File: src/rtl/gint_pkg.sv
package gint_pkg;
  localparam int GRP_PINS = 16;
  localparam int ADDR_W   = 8;
  localparam int DATA_W   = 32;

  typedef enum logic [3:0] {
    TRIG_LOW  = 4'd0,
    TRIG_HIGH = 4'd1,
    TRIG_FALL = 4'd2,
    TRIG_RISE = 4'd4,
    TRIG_BOTH = 4'd6
  } trig_e;

  // register type select, taken from address bits 6:5
  localparam logic [1:0] SEL_CFG  = 2'd0;
  localparam logic [1:0] SEL_MASK = 2'd1;
  localparam logic [1:0] SEL_PEND = 2'd2;
  localparam logic [1:0] SEL_SVC  = 2'd3;
endpackage

File: src/rtl/gint_group.sv
module gint_group
  import gint_pkg::*;
#(
  parameter int PINS = GRP_PINS
) (
  input  logic            clk,
  input  logic            rst_n,
  input  logic [PINS-1:0] pin_i,
  input  logic [PINS-1:0] cfg_i,
  input  logic [PINS-1:0] clr_i,
  output logic [PINS-1:0] pend_o
);
  logic [PINS-1:0] s1_q, s2_q, s3_q;
  logic [PINS-1:0] ev;

  always_ff @(posedge clk or negedge rst_n) begin
    if (!rst_n) begin
      s1_q <= '0;
      s2_q <= '0;
      s3_q <= '0;
    end else begin
      s1_q <= pin_i;
      s2_q <= s1_q;
      s3_q <= s2_q;
    end
  end

  for (genvar p = 0; p < PINS; p++) begin : g_pin
    localparam int FLD = 4 * (p / 4);
    logic [3:0] code;
    assign code = cfg_i[FLD +: 4];
    always_comb begin
      case (code)
        TRIG_LOW:  ev[p] = ~s2_q[p];
        TRIG_HIGH: ev[p] = s2_q[p];
        TRIG_FALL: ev[p] = s3_q[p] & ~s2_q[p];
        TRIG_RISE: ev[p] = ~s3_q[p] & s2_q[p];
        TRIG_BOTH: ev[p] = s3_q[p] ^ s2_q[p];
        default:   ev[p] = 1'b0;
      endcase
    end
  end

  always_ff @(posedge clk or negedge rst_n) begin
    if (!rst_n) pend_o <= '0;
    else        pend_o <= (pend_o & ~clr_i) | ev;
  end
endmodule

File: src/rtl/gint_svc_enc.sv
module gint_svc_enc
  import gint_pkg::*;
#(
  parameter int NUM_GROUPS = 4
) (
  input  logic [NUM_GROUPS*GRP_PINS-1:0] act_i,
  output logic [7:0]                     svc_o
);
  logic found;

  always_comb begin
    svc_o = '0;
    found = 1'b0;
    for (int g = 0; g < NUM_GROUPS; g++) begin
      for (int p = 0; p < GRP_PINS; p++) begin
        if (!found && act_i[g*GRP_PINS+p]) begin
          svc_o = {4'(g + 1), 4'(p)};
          found = 1'b1;
        end
      end
    end
  end
endmodule

File: src/rtl/gint_ctrl.sv
module gint_ctrl
  import gint_pkg::*;
#(
  parameter int NUM_GROUPS = 4
) (
  input  logic                           clk,
  input  logic                           rst_n,
  input  logic [NUM_GROUPS*GRP_PINS-1:0] irq_in,
  input  logic                           wr_en,
  input  logic [ADDR_W-1:0]              wr_addr,
  input  logic [DATA_W-1:0]              wr_data,
  input  logic [ADDR_W-1:0]              rd_addr,
  output logic [DATA_W-1:0]              rd_data,
  output logic                           irq_o
);
  localparam int NBITS = NUM_GROUPS * GRP_PINS;

  logic       w_ok, r_ok;
  logic [1:0] w_sel, r_sel;
  logic [2:0] w_word, r_word;

  assign w_ok   = wr_en && (wr_addr[ADDR_W-1:7] == '0) && (wr_addr[1:0] == 2'b00);
  assign w_sel  = wr_addr[6:5];
  assign w_word = wr_addr[4:2];
  assign r_ok   = (rd_addr[ADDR_W-1:7] == '0) && (rd_addr[1:0] == 2'b00);
  assign r_sel  = rd_addr[6:5];
  assign r_word = rd_addr[4:2];

  logic [GRP_PINS-1:0] cfg_q  [NUM_GROUPS];
  logic [GRP_PINS-1:0] mask_q [NUM_GROUPS];
  logic [GRP_PINS-1:0] pend_g [NUM_GROUPS];
  logic [NBITS-1:0]    pend_flat, mask_flat, clr_flat, act;
  logic [7:0]          svc_code;

  for (genvar g = 0; g < NUM_GROUPS; g++) begin : g_grp
    localparam logic [2:0] WORD = 3'(g / 2);
    localparam int         LSB  = GRP_PINS * (g % 2);
    logic                hit;
    logic [GRP_PINS-1:0] slice;
    assign hit   = w_ok && (w_word == WORD);
    assign slice = wr_data[LSB +: GRP_PINS];

    always_ff @(posedge clk or negedge rst_n) begin
      if (!rst_n) begin
        cfg_q[g]  <= '0;
        mask_q[g] <= '1;
      end else begin
        if (hit && w_sel == SEL_CFG)  cfg_q[g]  <= slice;
        if (hit && w_sel == SEL_MASK) mask_q[g] <= slice;
      end
    end

    assign clr_flat[g*GRP_PINS +: GRP_PINS] = (hit && w_sel == SEL_PEND) ? slice : '0;

    gint_group #(.PINS(GRP_PINS)) u_grp (
      .clk    (clk),
      .rst_n  (rst_n),
      .pin_i  (irq_in[g*GRP_PINS +: GRP_PINS]),
      .cfg_i  (cfg_q[g]),
      .clr_i  (clr_flat[g*GRP_PINS +: GRP_PINS]),
      .pend_o (pend_g[g])
    );

    assign pend_flat[g*GRP_PINS +: GRP_PINS] = pend_g[g];
    assign mask_flat[g*GRP_PINS +: GRP_PINS] = mask_q[g];
  end

  assign act = pend_flat & ~mask_flat;

  gint_svc_enc #(.NUM_GROUPS(NUM_GROUPS)) u_enc (
    .act_i (act),
    .svc_o (svc_code)
  );

  assign irq_o = |act;

  always_comb begin
    rd_data = '0;
    if (r_ok) begin
      if (r_sel == SEL_SVC) begin
        if (r_word == 3'd0) rd_data = {{(DATA_W-8){1'b0}}, svc_code};
      end else begin
        for (int g = 0; g < NUM_GROUPS; g++) begin
          if (r_word == 3'(g / 2)) begin
            case (r_sel)
              SEL_CFG:  rd_data[GRP_PINS*(g%2) +: GRP_PINS] = cfg_q[g];
              SEL_MASK: rd_data[GRP_PINS*(g%2) +: GRP_PINS] = mask_q[g];
              default:  rd_data[GRP_PINS*(g%2) +: GRP_PINS] = pend_g[g];
            endcase
          end
        end
      end
    end
  end
endmodule

File: config.mk
export PLATFORM = sky130hd
export DESIGN_NAME = gint_ctrl
export DESIGN_NICKNAME = d
export VERILOG_FILES = /design/src/rtl/gint_pkg.sv /design/src/rtl/gint_group.sv /design/src/rtl/gint_svc_enc.sv /design/src/rtl/gint_ctrl.sv
export SDC_FILE = /design/constraint.sdc
export NUM_CORES = 1
export LEC_CHECK = 0
export ABC_AREA = 0
export BUFFER_PORTS_ARGS = -buffer_cell sky130_fd_sc_hd__buf_2
export CORE_MARGIN = 4
export CORE_UTILIZATION = 40
export DETAILED_ROUTE_END_ITERATION = 16
export SLEW_MARGIN = 20
export SYNTH_ARGS = -nofsm -noshare
export SYNTH_HDL_FRONTEND = slang
export SYNTH_HIERARCHICAL = 1
export SYNTH_SLANG_ARGS = --single-unit
File: constraint.sdc
create_clock -name clk -period 4.8 [get_ports clk]
set_clock_uncertainty 0.15 [all_clocks]
set_input_delay 0.24 -clock clk [delete_from_list [all_inputs] [get_ports clk]]
set_output_delay 0.24 -clock clk [all_outputs]
set_load 0.01 [all_outputs]
==> summary.md <==
| Metric | Value |
|---|---|
| Status | complete, no violations |
| Rows | 82 |
| Largest net degree at the start of global routing | 117 |
| Layout cells sized above 1 | 20.4% |
| Worst Reg-to-Reg Cells | 4 |
| Post-CTS setup buffers | 0 |
| Worst setup EP type | primary output |
| Wirelength per Cell | 19.0 um |
| RR Endpoint | g_grp[2].u_grp/pend_o[14] |
| # port buffers | 147 |
| Routed Antenna Nets | 0 |
| DPL Wire Length | 37800 um |
| Max capacitance violation total | 0 |
| Leakage power | 10.9 nW |
| Congestion Overflow GR | 0 |
| Die span in y | 234 um |
| H-tree levels | 2 |
| YS warnings | 6 |
| Final Util | 48.0% |
| Final setup fails | 0 |
| Root Buffer Master | clkbuf_16 |
| Pre-CTS setup slack | 1.47 ns |
| First-pass GRT wire length | 86200 um |
| Area growth syn-to-layout | 18.4% |
| Final critical-path required period | 3.98 ns |
| Die width | 234 um |
| Via-to-Cell Ratio | 5.29 |
| Peak supply drop | 0.000224 V |
| Die area | 54700 um2 |
| Worst skew pair latency | 0.56 ns |
| Total Wirelength | 54800 um |
| Setup slack, reg-to-reg | 3.02 ns |
| Tcrit/Tclk final | 82.9% |
| Final Hold Vio Count | 0 |
| EDFF count, synth | 0 |
| DRC viols | 0 |
| Inserted Clock Buffers | 44 |
| Synth Register Bits | 384 |
| Vias in the first global route | 15100 |
| Initial antenna violation count | 0 |
| Gate Count Post-Synth | 1948 |
| Global Route Usage Sum | 19.9% |
| Final worst slack | 0.823 ns |
| DR pass1 iterations | 5 |
| CP Data Arrival Time | 3.59 ns |
| Max Clk Rate | 251 MHz |
| Mapped Area | 20400 um2 |
| Clock slew at reported path FFs | 0.06 ns |
| DR iter-0 viols | 980 |
| Reg-to-Reg Start | cfg_q[29] |
| Yosys top cell by area | dfrtp_1 |
| Crit-path max FO | 7 |
| Actual slew at the worst max-slew pin | 0.920 ns |
| Core area | 50300 um2 |
| Initial Utilization | 40.6% |
| Setup CP Type | register to primary output |
| Syn_nets | 2191 |
| Top area cells in the synthesized netlist | dfrtp_1 (39%), dfstp_2 (8.2%), ha_1 (7.9%), mux2_2 (6.7%), nor2b_1 (3.5%) |
| RD Place Congestion | 0.896 |
| Max Buffers Root-to-Sink | 3 |
| Post-synth cell types | 75 |
| Pwr/cell area | 316 nW/um2 |
| Clk sinks | 384 |
| Routed vias | 15200 |
| CTS tree | done |
| Setup TNS Final | 0 ns |
| Synth top area share | 39.3% |
| # diodes | 0 |
| Total power draw | 7.62 mW |
| Max Transition Viols Final | 0 |
| Sequential fraction of the synthesis area | 47.5% |
| I/O pins | 148 |
| Avg Synthesized Cell Area | 10.5 um2 |
| RSZ-0062 raised after global routing | false |
| WP data required | 4.41 ns |
| Min-delay worst type | input port to async pin |
| Crit start category | register |
| Async S/R FF share, synth | 100% |
| Max transition margin | 38.6% |
| Dominant synthesized flop cell | dfrtp_1 |
| Nets | 2415 |
==> registers in the layout (all words and copies together), names as in the netlist <==
name	flops
cfg_q	64
g_grp.u_grp/pend_o	64
g_grp.u_grp/s1_q	64
g_grp.u_grp/s2_q	64
g_grp.u_grp/s3_q	64
mask_flat	64
==> critical path: stages (launching register included) <==
cell      delay, ns
dfstp_2        0.53
nor2b_1        0.07
or4_4          0.59
nor3_4         0.23
nand2_2        0.15
nor3_1         0.43
a31oi_1        0.20
o211ai_1       0.15
a21oi_1        0.12
a31oi_1        0.35
buf_2          0.21
==> stage by stage <==
| stage | hold slack (ns) | instance area, um2 | instances |
|---|---|---|---|
| finish | 0.166 | 24100 | 2878 |
| global route | 0.152 | 24100 | 2878 |
| CTS | 0.125 | 24100 | 2878 |
| detailed placement | 0.185 | 21700 | 2701 |
| global placement | 0.182 | 21700 | 2701 |
| floorplan | -0.206 | 20400 | 1948 |
==> where the power goes <==
part | internal (mW) | switching (mW) | leakage, nW | total [mW]
Sequential | 3.39 | 0.152 | 4.34 | 3.55
Combinational | 0.297 | 0.390 | 5.88 | 0.686
Clock | 2.03 | 1.36 | 0.697 | 3.39
==> cells in the final DEF (no fill, tap or decap), types with 71 or more instances in the layout <==
cell           instances
o21ai_0              127
nor2b_1              115
inv_1                159
ha_1                 128
nand2_1              163
buf_2                144
dfrtp_1              320
mux2_2               122
nor2_1                90
a21oi_1               71
dlygate4sd3_1         97
==> synthesized netlist by cell type (6+ instances only) <==
library cell,instances
ha_1,128
clkbuf_1,46
mux2_2,122
a211oi_1,6
nand3b_1,13
mux2i_1,60
a221o_1,12
nand4_1,6
buf_6,14
nor2_1,92
inv_1,159
xnor2_1,12
or3_1,16
or4_1,12
dfstp_2,64
xor2_1,40
a21oi_1,71
nor3_1,22
o311ai_0,9
a31oi_1,18
dfrtp_1,320
nand2_1,163
buf_2,16
o221ai_1,32
nor4b_1,8
o21ai_0,127
o2111ai_1,8
nor3b_1,13
a22oi_1,24
and2_1,65
nor2b_1,115
nor4_1,36
nand2b_1,14
a22o_1,8
==> layer usage <==
| metal | track usage [%] | wire length, um |
|---|---|---|
| met3 | 2.73 | 2920 |
| met4 | 6.42 | 1560 |
| met2 | 30.9 | 24400 |
| met5 | 0 | 0 |
| met1 | 29.1 | 25900 |
==> worst max-delay path by stage <==
stage | slack [ns] | end | cells past startpoint | start
final | 0.82 | rd_data[3] | 10 | mask_flat[40]
after global routing | 0.63 | rd_data[3] | 10 | mask_flat[16]
after CTS | 0.85 | rd_data[3] | 10 | mask_flat[40]
after detailed placement | 1.47 | rd_data[3] | 10 | mask_flat[40]
after global placement | 1.39 | rd_data[3] | 10 | mask_flat[40]
after floorplan | 2.06 | rd_data[3] | 9 | mask_flat[12]
==> logic make-up after synthesis <==
group | share of synthesized area [%]
and+or+nand+nor | 16.5
DFF | 47.5
AOI/OAI and AO/OA | 10.6
buffers and inverters | 5.23
muxes | 10.1
adders and majority gates | 7.85
xor gates and xnor gates | 2.23
other | 0.0184
==> what timing repair did <==
action | in CTS | in global routing
hold buffers | 97 | 0
hold endpoints to repair | 293 | 0
gates resized for setup | 0 | 0
==> cell type report <==
| type | instances | area (um2) |
|---|---|---|
| Inverter | 160 | 601 |
| Multi-Input combinational cell | 1320 | 9680 |
| Timing Repair Buffer | 262 | 1890 |
| Sequential cell | 384 | 9690 |
| Fill cell | 4640 | 26100 |
| Tap cell | 672 | 841 |
| Clock inverter | 10 | 133 |
| Clock buffer | 70 | 1310 |
Power figures use the tool's default switching activity.
